## config.mk

```make
export PLATFORM = sky130hd
export DESIGN_NAME = sbc_spi_regfile
export DESIGN_NICKNAME = d
export VERILOG_FILES = /design/src/rtl/sbc_spi_pkg.sv /design/src/rtl/sbc_spi_sync.sv /design/src/rtl/sbc_spi_frame.sv /design/src/rtl/sbc_spi_regs.sv /design/src/rtl/sbc_spi_regfile.sv
export SDC_FILE = /design/constraint.sdc
export NUM_CORES = 1
export LEC_CHECK = 0
export ABC_AREA = 0
export CAP_MARGIN = 20
export CORE_MARGIN = 3
export CORE_UTILIZATION = 55
export DETAILED_ROUTE_END_ITERATION = 16
export PLACE_DENSITY = 0.83
export SLEW_MARGIN = 20
export SYNTH_ARGS = -nofsm -noshare
export SYNTH_HDL_FRONTEND = slang
export SYNTH_SLANG_ARGS = --single-unit
export TNS_END_PERCENT = 10
```

## constraint.sdc

```tcl
create_clock -name clk -period 2.2 [get_ports clk]
set_input_delay 0.44 -clock clk [delete_from_list [all_inputs] [get_ports clk]]
set_output_delay 0.44 -clock clk [all_outputs]
set_load 0.01 [all_outputs]
```

## src/rtl/sbc_spi_pkg.sv

```systemverilog
package sbc_spi_pkg;
    localparam int FRAME_W = 16;
    localparam int HDR_W   = 4;
    localparam int ADDR_W  = 3;
    localparam int DATA_W  = FRAME_W - HDR_W;
    localparam int CNT_W   = $clog2(FRAME_W + 2);

    localparam logic [ADDR_W-1:0] A_WDOG  = 3'd0;
    localparam logic [ADDR_W-1:0] A_MODE  = 3'd1;
    localparam logic [ADDR_W-1:0] A_IEN   = 3'd2;
    localparam logic [ADDR_W-1:0] A_ISTAT = 3'd3;

    typedef enum logic [2:0] {
        ST_IDLE,
        ST_HDR,
        ST_DATA,
        ST_FULL,
        ST_OVER
    } frame_state_e;
endpackage

```

## src/rtl/sbc_spi_sync.sv

```systemverilog
module sbc_spi_sync #(
    parameter int                WIDTH   = 3,
    parameter int                STAGES  = 2,
    parameter logic [WIDTH-1:0]  RST_VAL = '0
) (
    input  logic             clk,
    input  logic             rst_n,
    input  logic [WIDTH-1:0] d_i,
    output logic [WIDTH-1:0] q_o,
    output logic [WIDTH-1:0] q_prev_o
);
    logic [WIDTH-1:0] pipe [STAGES+1];

    assign pipe[0] = d_i;

    genvar g;
    generate
        for (g = 1; g <= STAGES; g++) begin : g_stage
            always_ff @(posedge clk or negedge rst_n) begin
                if (!rst_n) pipe[g] <= RST_VAL;
                else        pipe[g] <= pipe[g-1];
            end
        end
    endgenerate

    always_ff @(posedge clk or negedge rst_n) begin
        if (!rst_n) q_prev_o <= RST_VAL;
        else        q_prev_o <= pipe[STAGES];
    end

    assign q_o = pipe[STAGES];
endmodule

```

## src/rtl/sbc_spi_frame.sv

```systemverilog
module sbc_spi_frame
    import sbc_spi_pkg::*;
(
    input  logic              clk,
    input  logic              rst_n,
    input  logic              csn_i,
    input  logic              sck_i,
    input  logic              sck_prev_i,
    input  logic              sdi_i,
    input  logic [DATA_W-1:0] rd_data_i,
    output logic [ADDR_W-1:0] rd_addr_o,
    output logic              sdo_o,
    output logic              sdo_oe_o,
    output logic              wr_en_o,
    output logic [ADDR_W-1:0] wr_addr_o,
    output logic [DATA_W-1:0] wr_data_o
);
    localparam logic [CNT_W-1:0] HDR_LAST  = CNT_W'(HDR_W - 1);
    localparam logic [CNT_W-1:0] HDR_DONE  = CNT_W'(HDR_W);
    localparam logic [CNT_W-1:0] FRM_LAST  = CNT_W'(FRAME_W - 1);
    localparam logic [CNT_W-1:0] FRM_DONE  = CNT_W'(FRAME_W);

    frame_state_e st_q, st_d;
    logic [FRAME_W-1:0] rx_q;
    logic [DATA_W-1:0]  tx_q;
    logic [CNT_W-1:0]   cnt_q;
    logic               sdo_q;
    logic               sck_rise, sck_fall;

    assign sck_rise = sck_i & ~sck_prev_i;
    assign sck_fall = ~sck_i & sck_prev_i;

    // state register
    always_ff @(posedge clk or negedge rst_n) begin
        if (!rst_n) st_q <= ST_IDLE;
        else        st_q <= st_d;
    end

    always_comb begin
        st_d = st_q;
        unique case (st_q)
            ST_IDLE: if (!csn_i) st_d = ST_HDR;
            ST_HDR:  if (csn_i) st_d = ST_IDLE;
                     else if (sck_fall && cnt_q == HDR_LAST) st_d = ST_DATA;
            ST_DATA: if (csn_i) st_d = ST_IDLE;
                     else if (sck_fall && cnt_q == FRM_LAST) st_d = ST_FULL;
            ST_FULL: if (csn_i) st_d = ST_IDLE;
                     else if (sck_fall) st_d = ST_OVER;
            ST_OVER: if (csn_i) st_d = ST_IDLE;
            default: st_d = ST_IDLE;
        endcase
    end

    // outputs and datapath
    always_ff @(posedge clk or negedge rst_n) begin
        if (!rst_n) begin
            rx_q      <= '0;
            tx_q      <= '0;
            cnt_q     <= '0;
            sdo_q     <= 1'b0;
            wr_en_o   <= 1'b0;
            wr_addr_o <= '0;
            wr_data_o <= '0;
        end else begin
            wr_en_o <= 1'b0;
            if (st_q == ST_IDLE) begin
                cnt_q <= '0;
                sdo_q <= 1'b0;
            end else if (csn_i) begin
                wr_en_o   <= (st_q == ST_FULL) && !rx_q[DATA_W];
                wr_addr_o <= rx_q[FRAME_W-1 -: ADDR_W];
                wr_data_o <= rx_q[DATA_W-1:0];
            end else begin
                if (sck_fall) begin
                    rx_q <= {rx_q[FRAME_W-2:0], sdi_i};
                    if (st_q != ST_OVER) cnt_q <= cnt_q + 1'b1;
                end
                if (sck_rise) begin
                    if (st_q == ST_DATA && cnt_q == HDR_DONE) begin
                        sdo_q <= rd_data_i[DATA_W-1];
                        tx_q  <= {rd_data_i[DATA_W-2:0], 1'b0};
                    end else if (st_q == ST_DATA || st_q == ST_FULL) begin
                        sdo_q <= tx_q[DATA_W-1];
                        tx_q  <= {tx_q[DATA_W-2:0], 1'b0};
                    end else begin
                        sdo_q <= 1'b0;
                    end
                end
            end
        end
    end

    assign rd_addr_o = rx_q[HDR_W-1:1];
    assign sdo_o     = sdo_q;
    assign sdo_oe_o  = (st_q != ST_IDLE);


    sdo_float_chk: assert property (@(posedge clk) disable iff (!rst_n)
        ($past(csn_i) && csn_i) |-> !sdo_oe_o);


    frame_len_chk: assert property (@(posedge clk) disable iff (!rst_n)
        wr_en_o |-> ($past(cnt_q) == FRM_DONE));


    commit_on_release_chk: assert property (@(posedge clk) disable iff (!rst_n)
        wr_en_o |-> $past(csn_i));
endmodule

```

## src/rtl/sbc_spi_regs.sv

```systemverilog
module sbc_spi_regs
    import sbc_spi_pkg::*;
#(
    parameter int                STAT_W  = 8,
    parameter int                WCFG_W  = DATA_W - STAT_W,
    parameter logic [WCFG_W-1:0] WD_RST  = 4'b0100,
    parameter logic [DATA_W-1:0] MODE_RST = 12'h200
) (
    input  logic              clk,
    input  logic              rst_n,
    input  logic              wr_en_i,
    input  logic [ADDR_W-1:0] wr_addr_i,
    input  logic [DATA_W-1:0] wr_data_i,
    input  logic [ADDR_W-1:0] rd_addr_i,
    output logic [DATA_W-1:0] rd_data_o,
    input  logic [STAT_W-1:0] sys_stat_i,
    input  logic [DATA_W-1:0] irq_evt_i,
    output logic [WCFG_W-1:0] wd_cfg_o,
    output logic [DATA_W-1:0] mode_o,
    output logic [DATA_W-1:0] irq_en_o,
    output logic              irq_n_o
);
    logic [WCFG_W-1:0] wd_q;
    logic [DATA_W-1:0] mode_q, ien_q, ist_q;
    logic              clr_sel;

    assign clr_sel = wr_en_i && (wr_addr_i == A_ISTAT);

    always_ff @(posedge clk or negedge rst_n) begin
        if (!rst_n) begin
            wd_q   <= WD_RST;
            mode_q <= MODE_RST;
            ien_q  <= '0;
        end else if (wr_en_i) begin
            unique case (wr_addr_i)
                A_WDOG:  wd_q   <= wr_data_i[DATA_W-1 -: WCFG_W];
                A_MODE:  mode_q <= wr_data_i;
                A_IEN:   ien_q  <= wr_data_i;
                default: ;
            endcase
        end
    end

    genvar b;
    generate
        for (b = 0; b < DATA_W; b++) begin : g_ist
            always_ff @(posedge clk or negedge rst_n) begin
                if (!rst_n) ist_q[b] <= 1'b0;
                else        ist_q[b] <= irq_evt_i[b] |
                                        (ist_q[b] & ~(clr_sel & wr_data_i[b]));
            end
        end
    endgenerate

    always_comb begin
        unique case (rd_addr_i)
            A_WDOG:  rd_data_o = {wd_q, sys_stat_i};
            A_MODE:  rd_data_o = mode_q;
            A_IEN:   rd_data_o = ien_q;
            A_ISTAT: rd_data_o = ist_q;
            default: rd_data_o = '0;
        endcase
    end

    assign wd_cfg_o = wd_q;
    assign mode_o   = mode_q;
    assign irq_en_o = ien_q;
    assign irq_n_o  = ~|(ist_q & ien_q);


    mode_write_chk: assert property (@(posedge clk) disable iff (!rst_n)
        (wr_en_i && wr_addr_i == A_MODE) |=> (mode_q == $past(wr_data_i)));


    clear_write_chk: assert property (@(posedge clk) disable iff (!rst_n)
        (clr_sel && irq_evt_i == '0) |=> ((ist_q & $past(wr_data_i)) == '0));


    irq_assert_chk: assert property (@(posedge clk) disable iff (!rst_n)
        (|(irq_evt_i & ien_q)) |=> !irq_n_o);


    high_addr_chk: assert property (@(posedge clk) disable iff (!rst_n)
        (wr_en_i && wr_addr_i[ADDR_W-1]) |=>
            ($stable(mode_q) && $stable(ien_q) && $stable(wd_q)));
endmodule

```

## src/rtl/sbc_spi_regfile.sv

```systemverilog
module sbc_spi_regfile
    import sbc_spi_pkg::*;
#(
    parameter int                 SYNC_STAGES = 2,
    parameter int                 STAT_W      = 8,
    parameter logic [DATA_W-STAT_W-1:0] WD_RST = 4'b0100,
    parameter logic [DATA_W-1:0]  MODE_RST    = 12'h200
) (
    input  logic                       clk,
    input  logic                       rst_n,
    input  logic                       spi_csn_i,
    input  logic                       spi_sck_i,
    input  logic                       spi_sdi_i,
    output logic                       spi_sdo_o,
    output logic                       spi_sdo_oe_o,
    input  logic [STAT_W-1:0]          sys_stat_i,
    input  logic [DATA_W-1:0]          irq_evt_i,
    output logic [DATA_W-STAT_W-1:0]   wd_cfg_o,
    output logic [DATA_W-1:0]          mode_o,
    output logic [DATA_W-1:0]          irq_en_o,
    output logic                       irq_n_o
);
    localparam int WCFG_W = DATA_W - STAT_W;

    logic [2:0] pin_s, pin_p;
    logic [ADDR_W-1:0] rd_addr, wr_addr;
    logic [DATA_W-1:0] rd_data, wr_data;
    logic              wr_en;

    sbc_spi_sync #(
        .WIDTH  (3),
        .STAGES (SYNC_STAGES),
        .RST_VAL(3'b100)
    ) u_sync (
        .clk     (clk),
        .rst_n   (rst_n),
        .d_i     ({spi_csn_i, spi_sck_i, spi_sdi_i}),
        .q_o     (pin_s),
        .q_prev_o(pin_p)
    );

    sbc_spi_frame u_frame (
        .clk       (clk),
        .rst_n     (rst_n),
        .csn_i     (pin_s[2]),
        .sck_i     (pin_s[1]),
        .sck_prev_i(pin_p[1]),
        .sdi_i     (pin_s[0]),
        .rd_data_i (rd_data),
        .rd_addr_o (rd_addr),
        .sdo_o     (spi_sdo_o),
        .sdo_oe_o  (spi_sdo_oe_o),
        .wr_en_o   (wr_en),
        .wr_addr_o (wr_addr),
        .wr_data_o (wr_data)
    );

    sbc_spi_regs #(
        .STAT_W  (STAT_W),
        .WCFG_W  (WCFG_W),
        .WD_RST  (WD_RST),
        .MODE_RST(MODE_RST)
    ) u_regs (
        .clk       (clk),
        .rst_n     (rst_n),
        .wr_en_i   (wr_en),
        .wr_addr_i (wr_addr),
        .wr_data_i (wr_data),
        .rd_addr_i (rd_addr),
        .rd_data_o (rd_data),
        .sys_stat_i(sys_stat_i),
        .irq_evt_i (irq_evt_i),
        .wd_cfg_o  (wd_cfg_o),
        .mode_o    (mode_o),
        .irq_en_o  (irq_en_o),
        .irq_n_o   (irq_n_o)
    );
endmodule

```

== Word-level counts from Yosys, hierarchy flattened ==
Cells that the tools add are included.

* Input bits: 25
* Register bits after elaboration: 101
* Output and inout bits: 31

* Reduce and logical (&&, ||, !) cells: 26
* Add/sub/neg operators: 1
* Multiplexer cells: 23
* Bitwise gates (word level): 55
* Equal/unequal tests: 20

{| class="wikitable"
|+ Operators with widths
! operator !! number
|-
| case mux 12 bit (4 select lines) || 1
|-
| bitwise AND 1 bit || 26
|-
| two-way mux 12 bit || 2
|-
| two-way mux 3 bit || 8
|-
| two-way mux 5 bit || 4
|-
| == test 3 x 2 -> 1 bit (second input constant) || 6
|-
| NOT 1 bit || 16
|-
| case mux 3 bit (5 select lines) || 1
|-
| bitwise AND 12 bit || 1
|-
| OR 1 bit || 12
|-
| OR reduction 12 bit || 1
|-
| AND reduction 2 bit || 5
|-
| == test 3 x 1 -> 1 bit (second input constant) || 3
|-
| logical NOT 3 bit || 3
|-
| inequality test 3 x 2 -> 1 bit (second input constant) || 3
|-
| nonzero test 2 bit || 4
|-
| two-way mux 1 bit || 7
|-
| AND reduction 3 bit || 2
|-
| adder 5 x 1 -> 5 bit (second input constant) || 1
|-
| == test 5 x 2 -> 1 bit (second input constant) || 1
|-
| == test 5 x 3 -> 1 bit (second input constant) || 1
|-
| == test 5 x 4 -> 1 bit (second input constant) || 1
|-
| logical AND 1 bit || 5
|-
| AND reduction 5 bit || 1
|-
| 8 further kinds || 10
|}

== Longest topological paths before layout ==
Gate-level depths: netlist of run 1.

* Depth after elaboration: 7
* Mapped depth: 7

== By module ==
A second synthesis of run 1 with hierarchy kept.

* Cell total of the unflattened synthesis: 348
* Area, all modules: 4631.9 um^2

{| class="wikitable"
|+ By module, submodules not included
! module !! sequential area each (um^2) !! cells an instance !! times used !! area each (um^2)
|-
| sbc_spi_frame || 1301.2 || 203 || 1 || 2401.1
|-
| sbc_spi_regs || 1003.5 || 133 || 1 || 1979.4
|-
| sbc_spi_sync || 229.0 || 12 || 1 || 251.5
|}

== Worst setup path after synthesis of run 1 ==
OpenSTA, ideal clock, no wires.

* Path kind: reg-to-reg
* Start point: register u_frame.st_q[1]
* End point: register u_frame.wr_addr_o[0]
* Slack: 576 ps
* Cell stages (with the launch flop): 6
* Setup time: 125 ps
* Data required time: 2075 ps
* Clock period less this slack: 1624 ps
* Buffers on the path: 1
* Arrival: 1500 ps
* Cells stage by stage: dfrtp_1 nor3_2 inv_2 nand2_4 buf_6 mux2_2

* Cells in the longest elaborated chain, start to end: 3

{| class="wikitable"
|+ Ends and longest elaborated chain
! item !! line !! text
|-
| start: declaration || sbc_spi_frame.sv:23 || <nowiki>frame_state_e st_q, st_d;</nowiki>
|-
| start signal: assignment || sbc_spi_frame.sv:36 || <nowiki>else st_q <= st_d;</nowiki>
|-
| logical NOT 3 bit || sbc_spi_frame.sv:66 || <nowiki>if (st_q == ST_IDLE) begin</nowiki>
|-
| NOT 1 bit (no line) || n/a ||
|-
| AND reduction 2 bit (no line) || n/a ||
|-
| end signal: assignment || sbc_spi_frame.sv:71 || <nowiki>wr_addr_o <= rx_q[FRAME_W-1 -: ADDR_W];</nowiki>
|-
| end: declaration || sbc_spi_frame.sv:15 || <nowiki>output logic [ADDR_W-1:0] wr_addr_o,</nowiki>
|}

No other way between the ends.
A chain may end at the register's enable or synchronous reset.

== Worst setup path in the final report of run 1 ==
* Start point: register u_frame.st_q[1]
* End point: output port spi_sdo_oe_o

* Cells in the longest elaborated chain, start to end: 1

{| class="wikitable"
|+ Ends and longest elaborated chain
! item !! line !! text
|-
| nonzero test 3 bit || sbc_spi_frame.sv:95 || <nowiki>assign sdo_oe_o = (st_q != ST_IDLE);</nowiki>
|-
| end: declaration || sbc_spi_regfile.sv:15 || <nowiki>output logic spi_sdo_oe_o,</nowiki>
|}

No other way between the ends.

==> summary.md, run 1 <==
| Metric | Value |
|---|---|
| Inst Count DP | `466` |
| Flop and latch count out of synthesis | `99` |
| Fin Setup TNS | `0 ns` |
| Tmin final | `2.094 ns` |
| P_leak | `2.282 nW` |
| Pin count of the biggest net entering global routing | `47` |
| Antenna violations before repair | `0` |
| Fillers | `501` |
| Worst VDD drop | `0.5262 mV` |
| Status | `complete, no violations` |
| Fmax | `477.6 MHz` |
| Synthesized area | `0.004385 sq mm` |
| Final GP Congestion | `0.7877` |
| Startpoint Class | `register` |
| Starting DRT DRC Count | `125` |
| FFs w/ async S/R, synth | `1.000` |
| Fin area | `0.005263 sq mm` |
| Max FO, Critical Path | `6` |
| Initial Util | `0.5858` |
| Total power draw | `3.955 mW` |
| RSZ-0062 raised after global routing | `no` |
| Total GRT Usage | `0.2143` |
| Ratio of cells with drive above 1 in the final layout | `0.3107` |
| Cts bufs inserted | `9` |
| Relative slew margins | `0.5473` |
| Via count | `2768` |
| Final WL | `9.059 mm` |
| Main synth FF type | `dfrtp_1` |
| R2R depth | `6` |
| Synth area leader | `dfrtp_1` |
| Kind of capture point of the worst setup path | `output pin` |
| Post-synth EDFFs | `0` |
| Mapped Nets | `344` |
| Syn-to-layout area delta | `20.00%` |
| Mapped Avg Cell Area | `13.88 sq um` |
| Post-DP HPWL | `6.401 mm` |
| Vias/cell | `5.743` |
| Final net count | `406` |
| Hold Vio Cnt, Final | `0` |
| Setup violators final | `0` |
| Postcts setup bufs | `0` |
| Die width | `95.30 um` |
| Tightest Pin Transition | `0.6790 ns` |
| Vias in the first global route | `2857` |
| Final ANT Viol Nets | `0` |
| Worst Hold Class | `in2async` |
| WP data arrival | `1.65 ns` |
| Antenna cells | `0` |
| Commonest cells in the netlist | `dfrtp_1, mux2_2, nand2_1, nor2_1, a21oi_1` |
| GRT Residual Overflow | `0` |
| Setup CP Type | `reg2out` |
| Worst Path Required | `1.76 ns` |
| Drc violations | `0` |
| Core Region | `0.007486 sq mm` |
| Ranking of synthesized cells by area | `dfrtp_1, mux2_2, mux4_2` |
| Most common cell in the netlist | `dfrtp_1` |
| CTS tree | `built` |
| Die height | `95.30 um` |
| Port Buffers | `55` |
| Drt first pass iters | `5` |
| Register area share after synthesis | `0.5660` |
| Max-Cap Viols | `0` |
| R2R setup slack | `0.46 ns` |
| Warnings from Yosys | `0` |
| Tcrit/Tclk final | `0.9517` |
| Worst-skew pair later-pin latency | `0.35 ns` |
| DR WL/cell | `18.79 um` |
| Clock skew | `0.01225 ns` |
| Cell area after placement | `0.005049 sq mm` |
| IO Count | `56` |
| Clk buf depth | `2` |
| Num rows | `31` |
| Full die area | `0.009081 sq mm` |
| TritonCTS Sinks | `99` |
| PD cells | `751.5 mW/mm^2` |
| CTS H-Tree Depth | `3` |
| First-pass GRT wire length | `14.61 mm` |
| Worst-path clk slew | `0.10 ns` |
| Cells after synthesis | `316` |
| Final Non-Filler Cells | `482` |
| Cts hold-fix bufs | `0` |
| Final Max Slew Viols | `0` |
| Root buf cell | `clkbuf_8` |
| Yosys cell types | `44` |
| Post-synth top area share | `0.5421` |
-- what timing repair did --
action | 4_1_cts | 5_1_grt
gates resized for setup | 4 | 3
pin swaps | 1 | 1
endpoints found under the setup margin | 1 | 2
gates cloned | 0 | 0
-- layer usage --
layer | vias to the layer above | track usage | share of wire
met5 | - | 0 | 0
met4 | 0 | 0.07332 | 0.010
met3 | 9 | 0.03788 | 0.038
met2 | 74 | 0.3318 | 0.49
met1 | 1422 | 0.3081 | 0.47
li1 | 1263 | - | -
-- where the power goes --
group	internal (mW)	leakage (nW)	total, mW	switching, mW
clock network	0.534	0.104	1.16	0.623
logic	0.384	0.946	0.659	0.275
registers	1.94	1.23	2.14	0.196
total	2.86	2.28	3.95	1.09
-- registers in the layout, indices dropped and copies added, names as in the netlist, 4 cells and up --
name,cells
u_frame.rx_q,16
u_frame.wr_data_o,12
u_frame.tx_q,11
u_regs.wd_cfg_o,4
u_regs.ist_q,12
u_regs.mode_o,12
u_regs.irq_en_o,12
u_frame.cnt_q,5
-- final timing paths --
kind                                         startpoint                           end
setup / recovery            u_frame.st_q[1]$_DFFE_PN0P_                  spi_sdo_oe_o
hold / removal                                    rst_n  u_frame.rx_q[10]$_DFFE_PN0P_
setup reg to reg           u_frame.cnt_q[0]$_DFFE_PN0P_   u_frame.tx_q[2]$_DFFE_PN0P_
hold reg to reg                u_sync.pipe[4]$_DFF_PN0_       u_sync.q_o[1]$_DFF_PN0_
max in group asynchronous                         rst_n      u_sync.pipe[5]$_DFF_PN1_
min in group clk               u_sync.pipe[4]$_DFF_PN0_       u_sync.q_o[1]$_DFF_PN0_
-- final cells by class --
| class | instances | area (sq um) | area share |
|---|---|---|---|
| repair buffers | 64 | 623.1 | 0.1184 |
| flip-flops and latches | 99 | 2484 | 0.4719 |
| clock inverters | 7 | 75.07 | 0.01427 |
| multi-input cells | 196 | 1803 | 0.3426 |
| well taps | 99 | 123.9 | 0.02354 |
| clock buffers | 9 | 123.9 | 0.02354 |
| inverters | 8 | 30.03 | 0.005706 |
-- kinds of logic (layout without fill, tap and decap cells) --
kind of cell | count (synthesis) | count (layout) | synth area share
compound gates | 50 | 50 | 0.09016
xor+xnor | 3 | 3 | 0.005993
fa+ha+maj | 3 | 3 | 0.008560
buf+inv | 21 | 88 | 0.02710
flops | 99 | 99 | 0.5660
mux | 70 | 70 | 0.2103
simple gates | 70 | 70 | 0.09187
-- placed cells by master (no fill, tap or decap), drive strengths merged, types with 2 or more instances in the layout --
cell	count
a211oi	3
a21o	12
a21oi	13
a221oi	3
a22o	3
a22oi	10
and3	3
buf	10
clkbuf	10
clkdlybuf4s50	53
clkinv	4
dfrtp	95
dfstp	4
ha	3
inv	10
mux2	57
mux4	12
nand2	23
nand2b	2
nand3	4
nand3b	4
nor2	21
nor2b	2
nor3	2
nor3b	3
o21ai	5
xnor2	3
-- per-stage QoR --
step                hold slack [ns]  utilization  setup WS, ns
finish                      0.03174       0.7030        0.1063
global route                0.04745       0.7030      0.009573
CTS                         0.03368       0.7033       0.01794
detailed placement           0.3347       0.6744       0.05315
global placement             0.3336       0.6744       0.06209
floorplan                    0.1444            -        0.5756
-- worst max-delay path: stages (launching register included) --
cell and delay (ns):
dfrtp_2 0.47, nor3_2 0.21, inv_2 0.12, clkdlybuf4s50_1 0.50
Note: power is estimated with default switching activity, not from simulation.
==> run 2, diff against run 1 <==
--- a/config.mk
+++ b/config.mk
@@ -10,7 +10,7 @@
 export CORE_MARGIN = 3
 export CORE_UTILIZATION = 55
 export DETAILED_ROUTE_END_ITERATION = 16
-export PLACE_DENSITY = 0.83
+export PLACE_DENSITY_LB_ADDON = 0.3
 export SLEW_MARGIN = 20
 export SYNTH_ARGS = -nofsm -noshare
 export SYNTH_HDL_FRONTEND = slang
==> constraint.sdc (replaced) <==
create_clock -name clk -period 2.34 [get_ports clk]
set_input_delay 0.468 -clock clk [delete_from_list [all_inputs] [get_ports clk]]
set_output_delay 0.468 -clock clk [all_outputs]
set_load 0.01 [all_outputs]
==> run 2 against run 1 <==
  * Sequential share of layout area up 0.19 points
  * Final cell count down 0.21%
  * Core utilization down 0.32 points
  * Die area unchanged
  * Largest power group unchanged
==> summary.md, run 2 (same netlist as run 1, synthesis figures left out) <==
| Metric | Value |
|---|---|
| Status | `complete, no violations (unchanged)` |
| Antenna violations before repair | `0 (unchanged)` |
| Core Region | `0.007486 sq mm (unchanged)` |
| Final net count | `405 (was 406)` |
| Postcts setup bufs | `0 (unchanged)` |
| Drt first pass iters | `5 (unchanged)` |
| Reg with most FFs | `u_frame.rx_q (unchanged)` |
| Worst VDD drop | `0.5350 mV (was 0.5262 mV)` |
| DR WL/cell | `18.63 um (was 18.79 um)` |
| Hold Slack | `0.1089 ns (was 0.03174 ns)` |
| Total power draw | `3.675 mW (was 3.955 mW)` |
| Clock skew | `0.009892 ns (was 0.01225 ns)` |
| Via count | `2749 (was 2768)` |
| PD cells | `701.6 mW/mm^2 (was 751.5 mW/mm^2)` |
| Buf/Inv on CP | `1 (was 2)` |
| Worst Setup SP | `u_regs.irq_en_o[6]$_DFFE_PN0P_ (was u_frame.st_q[1]$_DFFE_PN0P_)` |
| Pre-CTS WS | `0.1579 ns (was 0.05315 ns)` |
| Crit path max-delay family | `compound AO/OA/AOI/OAI gates (was buffers and inverters)` |
| Die height | `95.30 um (unchanged)` |
| Fin Setup TNS | `0 ns (unchanged)` |
| Startpoint Class | `register (unchanged)` |
| Final WL | `8.961 mm (was 9.059 mm)` |
| P_leak | `2.267 nW (was 2.282 nW)` |
| Full die area | `0.009081 sq mm (unchanged)` |
| Final Max Slew Viols | `0 (unchanged)` |
| CTS H-Tree Depth | `3 (unchanged)` |
| Ratio of cells with drive above 1 in the final layout | `0.2984 (was 0.3107)` |
| Commonest non-fill, non-tap cells in the layout | `dfrtp_1, mux2_2, clkdlybuf4s50_1 (unchanged)` |
| Kind of capture point of the worst setup path | `output pin (unchanged)` |
| Starting DRT DRC Count | `117 (was 125)` |
| CP Cell Sequence | `a22o_1 -> a221oi_2 -> and3_1 -> clkdlybuf4s15_1 (was nor3_2 -> inv_2 -> clkdlybuf4s50_1)` |
| Fillers | `519 (was 501)` |
| Drc violations | `0 (unchanged)` |
| Initial Util | `0.5858 (unchanged)` |
| Port Buffers | `55 (unchanged)` |
| Tmin final | `2.212 ns` |
| WP data arrival | `1.74 ns (was 1.65 ns)` |
| Num rows | `31 (unchanged)` |
| CTS tree | `built (unchanged)` |
| RSZ-0062 raised after global routing | `no (unchanged)` |
| Hold Vio Cnt, Final | `0 (unchanged)` |
| Max FO, Critical Path | `4 (was 6)` |
| Worst Hold Class | `in2async (unchanged)` |
| GRT Residual Overflow | `0 (unchanged)` |
| Syn-to-layout area delta | `19.46% (was 20.00%)` |
| Setup violators final | `0 (unchanged)` |
| Antenna cells | `0 (unchanged)` |
| IO Count | `56 (unchanged)` |
| Int Pwr | `2.604 mW (was 2.860 mW)` |
| Die width | `95.30 um (unchanged)` |
| Slowest stage cell, crit path | `dfrtp_1 (was clkdlybuf4s50_1)` |
| Cell area after placement | `0.005041 sq mm (was 0.005049 sq mm)` |
| Vias/cell | `5.715 (was 5.743)` |
| Post-DP HPWL | `6.411 mm (was 6.401 mm)` |
| Most common cell after layout, fill and taps aside | `dfrtp_1 (unchanged)` |
| Slowest cell delay on critical path | `0.41 ns (was 0.50 ns)` |
| Max reg flops | `16 (unchanged)` |
| Worst-skew pair later-pin latency | `0.36 ns (was 0.35 ns)` |
| Tightest Pin Transition | `0.6799 ns (was 0.6790 ns)` |
| Worst Path Required | `1.87 ns (was 1.76 ns)` |
| Logic pwr share | `0.172 (was 0.167)` |
| Pin count of the biggest net entering global routing | `48 (was 47)` |
| Total GRT Usage | `0.2186 (was 0.2143)` |
| Root buf cell | `clkbuf_8 (unchanged)` |
| Tcrit/Tclk final | `0.9453` |
| TritonCTS Sinks | `99 (unchanged)` |
| Sequential share of power | `0.543 (was 0.541)` |
| Final GP Congestion | `0.7886 (was 0.7877)` |
| Relative slew margins | `0.5457 (was 0.5473)` |
| Net Sw Frac | `0.2915 (was 0.2768)` |
| Worst-path clk slew | `0.10 ns (about the same)` |
| Reg-to-Reg Start | `u_frame.wr_addr_o[2]$_DFFE_PN0P_ (was u_frame.cnt_q[0]$_DFFE_PN0P_)` |
| Fmax | `452.1 MHz` |
| Clk pwr share | `0.285 (was 0.293)` |
| Clk buf depth | `2 (unchanged)` |
| Psw | `1.071 mW (was 1.095 mW)` |
| Setup ws final | `0.1281 ns (was 0.1063 ns)` |
| First-pass GRT wire length | `14.70 mm (was 14.61 mm)` |
| Fin area | `0.005239 sq mm (was 0.005263 sq mm)` |
| Setup CP Type | `reg2out (unchanged)` |
| Vias in the first global route | `2879 (was 2857)` |
| Cts bufs inserted | `9 (unchanged)` |
| Max-Cap Viols | `0 (unchanged)` |
| Final ANT Viol Nets | `0 (unchanged)` |
-- run 2: power by group through the flow --
stage / Clock [mW] / Sequential [mW] / Combinational, mW
finish: 1.05 / 2.00 / 0.630
global route: 1.14 / 2.02 / 0.687
CTS: 1.07 / 1.99 / 0.635
detailed placement: 0 / 2.03 / 0.633
global placement: 0 / 2.02 / 0.624
floorplan: 0 / 1.94 / 0.485
-- run 2: layout make-up --
cell class	instances	area, sq um	share of cell area
sequential	99	2482	0.4738
multi-input combinational	196	1790	0.3418
timing repair buffer	63	620.6	0.1185
clock buffer	9	123.9	0.02364
tap	99	123.9	0.02364
clock inverter	7	67.56	0.01290
inverter	8	30.03	0.005732
-- run 2: what timing repair did --
item | CTS | global route
cloned | 0 | 0
hold buffers | 0 | 0
gates resized for setup | 2 | 1
pin swaps | 1 | 1
endpoints found under the setup margin | 1 | 1
-- run 2: per-stage QoR --
step,util,std cells
final,0.6998,481
after global placement,0.6734,465
after floorplan,-,316
after global routing,0.6998,481
after detailed placement,0.6734,465
after CTS,0.6996,481
-- run 2: path summary, 6_finish.rpt --
| path | cells after the start | endpoint | slack [ns] |
|---|---|---|---|
| worst max-delay path | 4 | irq_n_o | 0.13 |
| worst min-delay path | 1 | u_frame.rx_q[12]$_DFFE_PN0P_ | 0.11 |
| worst max register to register | 3 | u_regs.wd_cfg_o[3]$_DFFE_PN0P_ | 0.58 |
| worst min register to register | 0 | u_sync.q_o[1]$_DFF_PN0_ | 0.36 |
| max in group asynchronous | 2 | u_regs.wd_cfg_o[2]$_DFFE_PN1P_ | 1.56 |
| min in group clk | 0 | u_sync.q_o[1]$_DFF_PN0_ | 0.36 |
-- run 2: metal layers --
layer | track usage | wire length (um) | vias up
met3 | 0.06630 | 411 | 9
met1 | 0.3018 | 4134 | 1416
met2 | 0.3399 | 4317 | 54
met5 | 0 | 0 | -
li1 | - | - | 1270
met4 | 0.05769 | 97 | 0
==> run 3, diff against run 2 <==
--- a/config.mk
+++ b/config.mk
@@ -9,6 +9,7 @@
 export CAP_MARGIN = 20
 export CORE_MARGIN = 3
 export CORE_UTILIZATION = 55
+export CTS_CLUSTER_DIAMETER = 120
 export DETAILED_ROUTE_END_ITERATION = 16
 export PLACE_DENSITY_LB_ADDON = 0.3
 export SLEW_MARGIN = 20
==> results of run 3 <==
Final layout, timing and power as in run 2 (identical DEF).
